--- src/rtl/exttrig_pkg.sv ---
package exttrig_pkg;

  typedef enum logic [0:0] {
    TMR_IDLE  = 1'b0,
    TMR_COUNT = 1'b1
  } tmr_state_t;

  // An edge starts a trigger pair only when every gate is open.
  function automatic logic edge_accepted(input logic rise,
                                         input logic share,
                                         input logic dly_nonzero,
                                         input logic busy);
    return rise & share & dly_nonzero & ~busy;
  endfunction

  // Rising edge from the current and previous synchronised level.
  function automatic logic rising(input logic now_lvl, input logic prev_lvl);
    return now_lvl & ~prev_lvl;
  endfunction

  // The countdown ends on the cycle its value is one.
  function automatic logic count_final(input logic running, input logic is_one);
    return running & is_one;
  endfunction

endpackage

--- src/rtl/exttrig_sync.sv ---
module exttrig_sync #(
  parameter int STAGES = 2
) (
  input  logic clk,
  input  logic rst_n,
  input  logic async_in,
  output logic level_o,
  output logic rise_o
);
  import exttrig_pkg::*;

  logic [STAGES-1:0] chain;
  logic              prev_lvl;

  generate
    for (genvar i = 0; i < STAGES; i++) begin : g_stage
      if (i == 0) begin : g_first
        always_ff @(posedge clk or negedge rst_n) begin
          if (!rst_n) chain[0] <= 1'b0;
          else        chain[0] <= async_in;
        end
      end else begin : g_next
        always_ff @(posedge clk or negedge rst_n) begin
          if (!rst_n) chain[i] <= 1'b0;
          else        chain[i] <= chain[i-1];
        end
      end
    end
  endgenerate

  always_ff @(posedge clk or negedge rst_n) begin
    if (!rst_n) prev_lvl <= 1'b0;
    else        prev_lvl <= chain[STAGES-1];
  end

  assign level_o = chain[STAGES-1];
  assign rise_o  = rising(chain[STAGES-1], prev_lvl);

endmodule

--- src/rtl/exttrig_timer.sv ---
module exttrig_timer #(
  parameter int W = 16
) (
  input  logic         clk,
  input  logic         rst_n,
  input  logic         start_i,
  input  logic [W-1:0] load_i,
  output logic         busy_o,
  output logic         expire_o,
  output logic [W-1:0] held_o
);
  import exttrig_pkg::*;

  localparam logic [W-1:0] ONE = W'(1);

  tmr_state_t   state;
  logic [W-1:0] remain;
  logic [W-1:0] held;

  always_ff @(posedge clk or negedge rst_n) begin
    if (!rst_n) begin
      state  <= TMR_IDLE;
      remain <= '0;
      held   <= '0;
    end else begin
      case (state)
        TMR_IDLE: begin
          if (start_i) begin
            state  <= TMR_COUNT;
            remain <= load_i;
            held   <= load_i;
          end
        end
        TMR_COUNT: begin
          if (remain == ONE) state <= TMR_IDLE;
          remain <= remain - ONE;
        end
        default: state <= TMR_IDLE;
      endcase
    end
  end

  assign busy_o   = (state == TMR_COUNT);
  assign expire_o = count_final(state == TMR_COUNT, remain == ONE);
  assign held_o   = held;

endmodule

--- src/rtl/exttrig_out.sv ---
module exttrig_out (
  input  logic clk,
  input  logic rst_n,
  input  logic fire_fast_i,
  input  logic fire_event_i,
  input  logic share_i,
  output logic fast_o,
  output logic event_o
);

  always_ff @(posedge clk or negedge rst_n) begin
    if (!rst_n) begin
      fast_o  <= 1'b0;
      event_o <= 1'b0;
    end else begin
      fast_o  <= fire_fast_i;
      event_o <= fire_event_i & share_i;
    end
  end

endmodule

--- src/rtl/ext_trig_converter.sv ---
module ext_trig_converter #(
  parameter int DLY_W       = 16,
  parameter int SYNC_STAGES = 2
) (
  input  logic             clk,
  input  logic             rst_n,
  input  logic             ext_in,
  input  logic             share_en,
  input  logic [DLY_W-1:0] delay_cfg,
  output logic             fast_trig_o,
  output logic             event_trig_o
);
  import exttrig_pkg::*;

  logic             sync_level;
  logic             sync_rise;
  logic             edge_accept;
  logic             timer_busy;
  logic             timer_expire;
  logic [DLY_W-1:0] held_delay;

  exttrig_sync #(.STAGES(SYNC_STAGES)) u_sync (
    .clk      (clk),
    .rst_n    (rst_n),
    .async_in (ext_in),
    .level_o  (sync_level),
    .rise_o   (sync_rise)
  );

  assign edge_accept = edge_accepted(sync_rise, share_en, |delay_cfg, timer_busy);

  exttrig_timer #(.W(DLY_W)) u_timer (
    .clk      (clk),
    .rst_n    (rst_n),
    .start_i  (edge_accept),
    .load_i   (delay_cfg),
    .busy_o   (timer_busy),
    .expire_o (timer_expire),
    .held_o   (held_delay)
  );

  exttrig_out u_out (
    .clk          (clk),
    .rst_n        (rst_n),
    .fire_fast_i  (edge_accept),
    .fire_event_i (timer_expire),
    .share_i      (share_en),
    .fast_o       (fast_trig_o),
    .event_o      (event_trig_o)
  );

endmodule

--- config.mk ---
export PLATFORM = sky130hd
export DESIGN_NAME = ext_trig_converter
export DESIGN_NICKNAME = d
export VERILOG_FILES = /design/src/rtl/exttrig_pkg.sv /design/src/rtl/exttrig_sync.sv /design/src/rtl/exttrig_timer.sv /design/src/rtl/exttrig_out.sv /design/src/rtl/ext_trig_converter.sv
export SDC_FILE = /design/constraint.sdc
export NUM_CORES = 1
export LEC_CHECK = 0
export BUFFER_PORTS_ARGS = -buffer_cell sky130_fd_sc_hd__buf_2
export CAP_MARGIN = 15
export CORE_UTILIZATION = 35
export DETAILED_ROUTE_END_ITERATION = 7
export PLACE_DENSITY = 0.56
export SLEW_MARGIN = 20
export SYNTH_ARGS = -nofsm -noshare
export SYNTH_HDL_FRONTEND = slang
export SYNTH_SLANG_ARGS = --single-unit
--- constraint.sdc ---
create_clock -name clk -period 2.36 [get_ports clk]
set_input_delay 0.118 -clock clk [delete_from_list [all_inputs] [get_ports clk]]
set_output_delay 0.118 -clock clk [all_outputs]
set_load 0.05 [all_outputs]
==> flow_summary.yaml, run 1 <==
synth:
  yosys_warnings: 0
  ys_seq_area_frac: 0.481
  synthCells: 115
  ys_async_sr_fraction: 1.00
  synth_area_leader_cell: "dfrtp_1"
  synthTopCellsByArea: "dfrtp_1 48%, a221o_1 3.5%, nand2_1 3.3%"
  synth.distinct_cells: 35
  ys_ff_latch: 22
  synth_ff_type: "dfrtp_1"
  synth-edff-count: 0
  syn-num-nets: 137
  syn-cell-area_mm2: 0.00114
  synth_top_area_share: 0.481
  synth_area_per_cell_um2: 9.94
clock_tree:
  root_buffer: "clkbuf_4"
  clk_latency_ns: 0.32
  cts_sinks: 22
  cts_buffer_depth: 2
  cts_tree: "built"
  clkTransAtPathRegs_ns: 0.13
  h-tree-depth: 1
  cts_buffers: 3
die:
  start_util: 0.372
  die_y_um: 59.2
  coreArea_mm2: 0.00308
  fp-row-count: 20
  die_area_mm2: 0.00350
  fp.dieW_um: 59.2
  pin_count: 22
worst_setup_path:
  criticalPathCategory: "flop to flop"
  ff2ff_path_depth: 5
  startpoint_type: "flop"
  critPathMaxFanout: 6
  cp.required_ns: 2.58
  reg2reg_from: "u_timer.remain[4]"
  critPathCaptureType: "flop"
  r2r_setup_slack_ns: 0.33
  reg2reg_to: "u_timer.remain[11]"
  arrival_ns: 2.25
  crit_start: "u_timer.remain[4]"
routing:
  drt_wl_total_um: 2720
  detail-route-antenna-nets: 0
  wl_per_cell_um: 14.7
  first_iter_violations: 70
  viasPerCell: 5.68
  vias: 1051
  drc: 0
  first_pass_iters: 5
placed_design:
  place_area_mm2: 0.00131
  port_buffers: 21
  post-dp-hpwl_um: 1980
  gp_congestion: 0.833
global_routing:
  gr-total-overflow: 0
  grt_pass1_vias: 1010
  track_usage: 0.181
  grt_start_max_net_pins: 23
  grt_pass1_wl_um: 4730
  antenna_found_initial: 0
finish:
  layout.nets: 165
  layout_commonest_cell: "dfrtp_1"
  layout-drive-gt1-share: 0.227
  design_area_mm2: 0.00135
  area_growth_pct: 18.4
  final_cell_mix: "22 x dfrtp_1, 21 x buf_2, 10 x nand2_1, 10 x nor2_1, 7 x nand3_1"
  insertedDiodeCount: 0
timing:
  worst_pin_slew_ns: 0.490
  post-route-period-util: 0.862
  maxSlewHeadroom: 0.673
  rsz0062_at_grt: "no"
  setup_viol: 0
  fin_crit_ns: 2.03
  max_freq_mhz: 492
  hold_violations: 0
  final-max-slew-violation-count: 0
  finalSetupTns_ns: 0
  finClkSkew_ns: 0.0119
hold_path:
  hold_depth: 2
  whs_endpoint: "u_timer.remain[3]"
  hold_path.class: "input port to flop"
  hold_start: "delay_cfg[3]"
power_and_ir_drop:
  total_power_mw: 1.34
  ir_drop_mv: 0.614
  powerDensity_mw_per_mm2: 987
  leakagePower_nw: 0.630
flow_run:
  cap_violations: 0
outcome:
  status: "finished, final reports clean"
## per-layer routing
layer,global-route usage,share of wire
met1,0.249,0.45
met4,0.0510,0.0095
met5,0,0
met3,0.0546,0.068
met2,0.276,0.47
## area by class of cell
type | count | area (µm²)
clock buffers | 3 | 22.5
fillers | 314 | 1720
inverters | 6 | 22.5
multi-input cells | 85 | 563
flip-flops and latches | 22 | 551
well taps | 44 | 55.1
repair buffers | 25 | 140
## report_power, final
part | internal [mW] | switching, mW | leakage, nW | total (mW)
clock | 0.0598 | 0.115 | 0.0138 | 0.175
combinational | 0.234 | 0.237 | 0.347 | 0.471
sequential | 0.513 | 0.177 | 0.269 | 0.690
## sequential cells by signal, summed over array words and instances, names as in the netlist
name and cells:
u_sync.prev_lvl 1, u_sync.level_o 1, u_timer.busy_o 1, u_sync.chain 1, u_timer.remain 16, u_out.fast_o 1, u_out.event_o 1
## timing repair
item                                   in CTS  in global routing
hold buffers                                2                  0
setup buffers                               0                  0
gates resized for setup                     0                  0
endpoints found under the hold margin      23                  0
## logic make-up after synthesis
group | after synthesis | synth area share
buf+inv | 8 | 0.0263
mux | 2 | 0.0175
compound gates | 23 | 0.152
xor+xnor | 4 | 0.0306
flops | 22 | 0.481
simple gates | 54 | 0.270
fa+ha+maj | 2 | 0.0219
## worst max path at each step
stage          slack, ns                 end  cells after the start
2_1_floorplan       0.48  u_timer.remain[11]                      5
3_3_place_gp        0.38  u_timer.remain[11]                      5
3_5_place_dp        0.35  u_timer.remain[11]                      5
4_1_cts             0.32  u_timer.remain[11]                      5
5_1_grt             0.22  u_timer.remain[11]                      5
6_report            0.33  u_timer.remain[11]                      5
## stage by stage
| step | std cells | setup slack (ns) | hold WS [ns] | util |
|---|---|---|---|---|
| 6_report | 185 | 0.327 | 0.0225 | 0.440 |
| 5_1_grt | 185 | 0.223 | 0.0132 | 0.440 |
| 4_1_cts | 185 | 0.322 | 0.0185 | 0.440 |
| 3_5_place_dp | 180 | 0.352 | 0.116 | 0.426 |
| 3_3_place_gp | 180 | 0.380 | 0.113 | 0.426 |
| 2_1_floorplan | 115 | 0.483 | -0.178 | - |
## cells in the mapped netlist (2+ instances only)
cell type  number
nor3_1          2
nand2b_1        3
or3_1           2
nor4_1          5
ha_1            2
xnor2_1         3
a21oi_1         4
a221o_1         4
nand3_1         7
and3_1          2
a222oi_1        2
dfrtp_1        22
nor2_1         10
a22oi_1         2
nand4_1         3
mux2i_1         2
nand2_1        10
o21ai_0         4
or4_1           3
o211ai_1        4
inv_1           5
## worst max-delay path: stages (launching register included)
cell     delay (ns)
dfrtp_1        0.44
nor4_2         0.37
nand4_2        0.22
or4_1          0.47
mux2i_1        0.14
a221o_2        0.29
(Power assumes the default switching activity.)
==> run 2: changes to the inputs <==
--- a/config.mk
+++ b/config.mk
@@ -9,6 +9,7 @@
 export CAP_MARGIN = 15
 export CORE_UTILIZATION = 35
 export DETAILED_ROUTE_END_ITERATION = 7
+export GPL_TIMING_DRIVEN = 0
 export PLACE_DENSITY = 0.56
 export SLEW_MARGIN = 20
 export SYNTH_ARGS = -nofsm -noshare
==> constraint.sdc (replaced) <==
create_clock -name clk -period 2.27 [get_ports clk]
set_input_delay 0.1135 -clock clk [delete_from_list [all_inputs] [get_ports clk]]
set_output_delay 0.1135 -clock clk [all_outputs]
set_load 0.05 [all_outputs]
==> flow_summary.yaml, run 2 (same netlist as run 1, synthesis figures left out) <==
clock_tree:
  post-cts-setup-buffers: 0
  root_buffer: "clkbuf_4"
  clk_latency_ns: 0.31
  post_cts_resized: 0
  cts_buffers: 3
  cts_buffer_depth: 2
  clkTransAtPathRegs_ns: 0.12
  h-tree-depth: 1
  cts_tree: "built"
  cts_sinks: 22
power_and_ir_drop:
  ir_drop_mv: 0.352
  leakagePower_nw: 0.630
  power_switching_uw: 542
  switching_share: 0.383
  powerDensity_mw_per_mm2: 1040
  total_power_mw: 1.42
  p_seq_frac: 0.502
  combPwrFrac: 0.344
  p_int_uw: 874
  clockPowerShare: 0.155
die:
  start_util: 0.372
  coreArea_mm2: 0.00308
  die_area_mm2: 0.00350
  pin_count: 22
  fp.dieW_um: 59.2
  die_y_um: 59.2
  fp-row-count: 20
timing:
  finClkSkew_ns: 0.00295
  finalSetupTns_ns: 0
  worst_pin_slew_ns: 0.815
  rsz0062_at_grt: "no"
  final-max-slew-violation-count: 0
  hold_violations: 0
  setup_viol: 0
  max_freq_mhz: 481
  maxSlewHeadroom: 0.457
  setup_slack_ns: 0.192
  fin_crit_ns: 2.08
  post-route-period-util: 0.915
placed_design:
  post-place-ws_ns: 0.217
  gp_congestion: 0.883
  post-dp-hpwl_um: 1990
  dp.cells: 180
  port_buffers: 21
finish:
  area_growth_pct: 18.9
  layout_commonest_cell: "dfrtp_1"
  layout-drive-gt1-share: 0.218
  layout.nets: 165
  largest_reg_flops: 16
  instances_no_fill: 186
  utilization: 0.442
  insertedDiodeCount: 0
  final_cell_mix: "22 x dfrtp_1, 21 x buf_2, 10 x nand2_1, 10 x nor2_1, 7 x nand3_1"
  fill_cells: 307
  largest-register: "u_timer.remain"
worst_setup_path:
  criticalPathCategory: "flop to flop"
  startpoint_type: "flop"
  cp.required_ns: 2.48
  arrival_ns: 2.29
  critPathMaxFanout: 6
  critPathCaptureType: "flop"
  ff2ff_path_depth: 5
hold_path:
  hold_depth: 2
  hold_path.class: "input port to flop"
global_routing:
  met2_usage: 0.268
  busiest_layer: "met2"
  grt_pass1_vias: 938
  antenna_found_initial: 0
  grt_pass1_wl_um: 4460
  gr-total-overflow: 0
  grt.met3_usage: 0.0218
  track_usage: 0.172
  grt_start_max_net_pins: 23
  use_met1: 0.241
routing:
  drc: 0
  drt_wl_total_um: 2650
  first_iter_violations: 40
  viasPerCell: 5.45
  vias: 1014
  first_pass_iters: 4
  detail-route-antenna-nets: 0
  wl_per_cell_um: 14.3
flow_run:
  cap_violations: 0
outcome:
  status: "finished, final reports clean"
-- run 2: cell types whose count changed in the layout (fill, tap and decap cells not counted) --
| cell | change |
|---|---|
| clkbuf_8 | +1 |
| clkbuf_1 | +1 |
| buf_1 | +1 |
| buf_4 | -2 |
-- run 2: per-stage QoR --
stage	hold WS [ns]	instance area [µm²]
detailed placement	0.108	1300
finish	0.0208	1360
CTS	0.0206	1360
floorplan	-0.182	1140
global placement	0.108	1300
global route	0.0111	1360
-- run 2: final cells by class --
cell class,count,area [µm²],area share
timing repair buffer,23,125,0.0920
multi-input combinational,85,563,0.414
buffer,2,7.51,0.00552
sequential,22,551,0.405
clock buffer,4,36.3,0.0267
inverter,6,22.5,0.0166
tap,44,55.1,0.0405
-- run 2: layer usage --
layer	wire [µm]	share of wire
met3	113	0.043
met4	51	0.019
met1	1320	0.50
met2	1170	0.44
met5	0	0
-- run 2: power by group through the flow --
stage / Combinational, mW / Sequential (mW) / Clock, mW
6_report: 0.487 / 0.711 / 0.219
5_1_grt: 0.560 / 0.735 / 0.241
2_1_floorplan: 0.383 / 0.673 / 0
3_3_place_gp: 0.468 / 0.714 / 0
3_5_place_dp: 0.484 / 0.717 / 0
4_1_cts: 0.490 / 0.709 / 0.226
-- run 2: final timing paths --
check / startpoint / to / slack (ns)
setup / recovery: u_timer.remain[4] / u_timer.remain[11] / 0.19
hold / removal: share_en / u_out.event_o / 0.02
setup reg to reg: u_timer.remain[4] / u_timer.remain[11] / 0.19
hold reg to reg: u_sync.chain[0] / u_sync.level_o / 0.37
max in group asynchronous: rst_n / u_timer.remain[6] / 1.65
min in group asynchronous: rst_n / u_out.fast_o / 0.29
-- run 2: worst max-delay path: stages, from the launching register on --
cell     delay [ns]
dfrtp_1        0.45
nor4_2         0.39
nand4_2        0.24
or4_1          0.47
mux2i_1        0.14
a221o_2        0.29
-- run 2: repair_timing --
action,in CTS,in global routing
hold buffers,2,0
endpoints found under the setup margin,0,0
hold endpoints to repair,23,0
==> run 3: changes to the inputs <==
--- a/config.mk
+++ b/config.mk
@@ -11,6 +11,7 @@
 export DETAILED_ROUTE_END_ITERATION = 7
 export GPL_TIMING_DRIVEN = 0
 export PLACE_DENSITY = 0.56
+export SETUP_SLACK_MARGIN = 0.4
 export SLEW_MARGIN = 20
 export SYNTH_ARGS = -nofsm -noshare
 export SYNTH_HDL_FRONTEND = slang
==> flow_summary.yaml, run 3 (same netlist as run 1, synthesis figures left out) <==
routing:
  vias: 1015
  first_pass_iters: 4
  drc: 0
  drt_wl_total_um: 2840
  viasPerCell: 5.31
  wl_per_cell_um: 14.9
  first_iter_violations: 29
  detail-route-antenna-nets: 0
clock_tree:
  cts_buffer_depth: 2
  cts_tree: "built"
  clk_latency_ns: 0.31
  root_buffer: "clkbuf_4"
  cts_sinks: 22
  cts_buffers: 3
  clkTransAtPathRegs_ns: 0.13
  h-tree-depth: 1
global_routing:
  track_usage: 0.181
  met2_usage: 0.287
  grt_start_max_net_pins: 23
  gr-total-overflow: 0
  grt.met3_usage: 0.0262
  grt_pass1_vias: 959
  busiest_layer: "met2"
  use_met1: 0.248
  grt_pass1_wl_um: 4620
  antenna_found_initial: 0
timing:
  hold_violations: 0
  worst_pin_slew_ns: 0.822
  maxSlewHeadroom: 0.452
  rsz0062_at_grt: "yes"
  hold_slack_ns: 0.0205
  finalSetupTns_ns: 0
  max_freq_mhz: 524
  setup_slack_ns: 0.360
  setup_viol: 0
  finClkSkew_ns: 0.00385
  post-route-period-util: 0.841
  fin_crit_ns: 1.91
  final-max-slew-violation-count: 0
power_and_ir_drop:
  powerDensity_mw_per_mm2: 1120
  leakagePower_nw: 0.667
  ir_drop_mv: 0.518
placed_design:
  post-place-ws_ns: 0.191
  dp.cells: 180
  post-dp-hpwl_um: 1980
  port_buffers: 21
  gp_congestion: 0.850
die:
  die_y_um: 59.2
  coreArea_mm2: 0.00308
  die_area_mm2: 0.00350
  fp.dieW_um: 59.2
  start_util: 0.372
  fp-row-count: 20
  pin_count: 22
hold_path:
  hold_path.class: "input port to flop"
worst_setup_path:
  critPathCaptureType: "flop"
  startpoint_type: "flop"
  criticalPathCategory: "flop to flop"
  arrival_ns: 2.12
  cp.required_ns: 2.48
  critPathMaxFanout: 4
outcome:
  status: "finished, final reports clean"
finish:
  largest-register: "u_timer.remain"
  layout.nets: 170
  area_growth_pct: 29.0
  fill_cells: 294
  largest_reg_flops: 16
  layout_commonest_cell: "buf_2"
  layout-drive-gt1-share: 0.320
  insertedDiodeCount: 0
  instances_no_fill: 191
  final_cell_mix: "22 x buf_2, 19 x dfrtp_1, 10 x nand2_1, 10 x nor2_1, 7 x nand3_1"
flow_run:
  cap_violations: 0
run 3: changes by cell type in the layout (fill, tap and decap cells not counted), sizes merged:
cell,previous run,this run
clkbuf,5,4
bufinv,0,1
buf,22,27
run 3: routing by layer:
metal | share of wire | wire [µm] | vias to the layer above
li1 | - | - | 498
met2 | 0.48 | 1380 | 19
met1 | 0.48 | 1360 | 496
met5 | 0 | 0 | -
met4 | 0.0063 | 18 | 0
met3 | 0.029 | 83 | 2
run 3: worst paths after layout:
check                                          end               from  depth (start not counted)  slack [ns]
worst max-delay path            u_timer.remain[11]  u_timer.remain[5]                          5        0.36
min in group asynchronous             u_out.fast_o              rst_n                          2        0.28
max in group asynchronous        u_timer.remain[7]              rst_n                          2        1.63
worst min-delay path             u_timer.remain[5]       delay_cfg[5]                          3        0.02
worst max register to register  u_timer.remain[11]  u_timer.remain[5]                          5        0.36
worst min register to register      u_sync.level_o    u_sync.chain[0]                          0        0.37
run 3: final cells by class:
cell class              count  area (µm²)  share of cell area
well taps                  44        55.1              0.0373
plain buffers               2        8.76             0.00594
multi-input cells          85         619               0.420
clock buffers               3        22.5              0.0153
flip-flops and latches     22         554               0.376
clock inverters             1        30.0              0.0204
inverters                   6        22.5              0.0153
repair buffers             28         163               0.110
run 3: timing repair:
| item | 4_1_cts | 5_1_grt |
|---|---|---|
| gates resized for setup | 7 | 7 |
| hold buffers | 2 | 0 |
| pin swaps | 2 | 3 |
| endpoints found under the hold margin | 23 | 0 |
| setup buffers | 2 | 3 |
| setup endpoints to repair | 4 | 6 |
run 3: worst max-delay path, cell delays in order (launching register included):
cell     delay (ns)
dfrtp_2        0.47
nor4_4         0.34
nand4_2        0.15
or4_4          0.44
mux2i_1        0.13
a221o_2        0.29
run 3: where the power goes:
part           total [mW]  internal (mW)  switching (mW)
logic               0.613          0.319           0.294
clock network       0.304          0.179           0.126
registers           0.738          0.538           0.199
total                1.65           1.04           0.619
run 3: per-stage QoR:
| stage | util | total power, mW | instance area (µm²) |
|---|---|---|---|
| after floorplan | - | 1.06 | 1140 |
| after global placement | 0.424 | 1.18 | 1300 |
| after detailed placement | 0.424 | 1.20 | 1300 |
| after CTS | 0.461 | 1.56 | 1420 |
| after global routing | 0.479 | 1.78 | 1480 |
| final | 0.479 | 1.65 | 1480 |
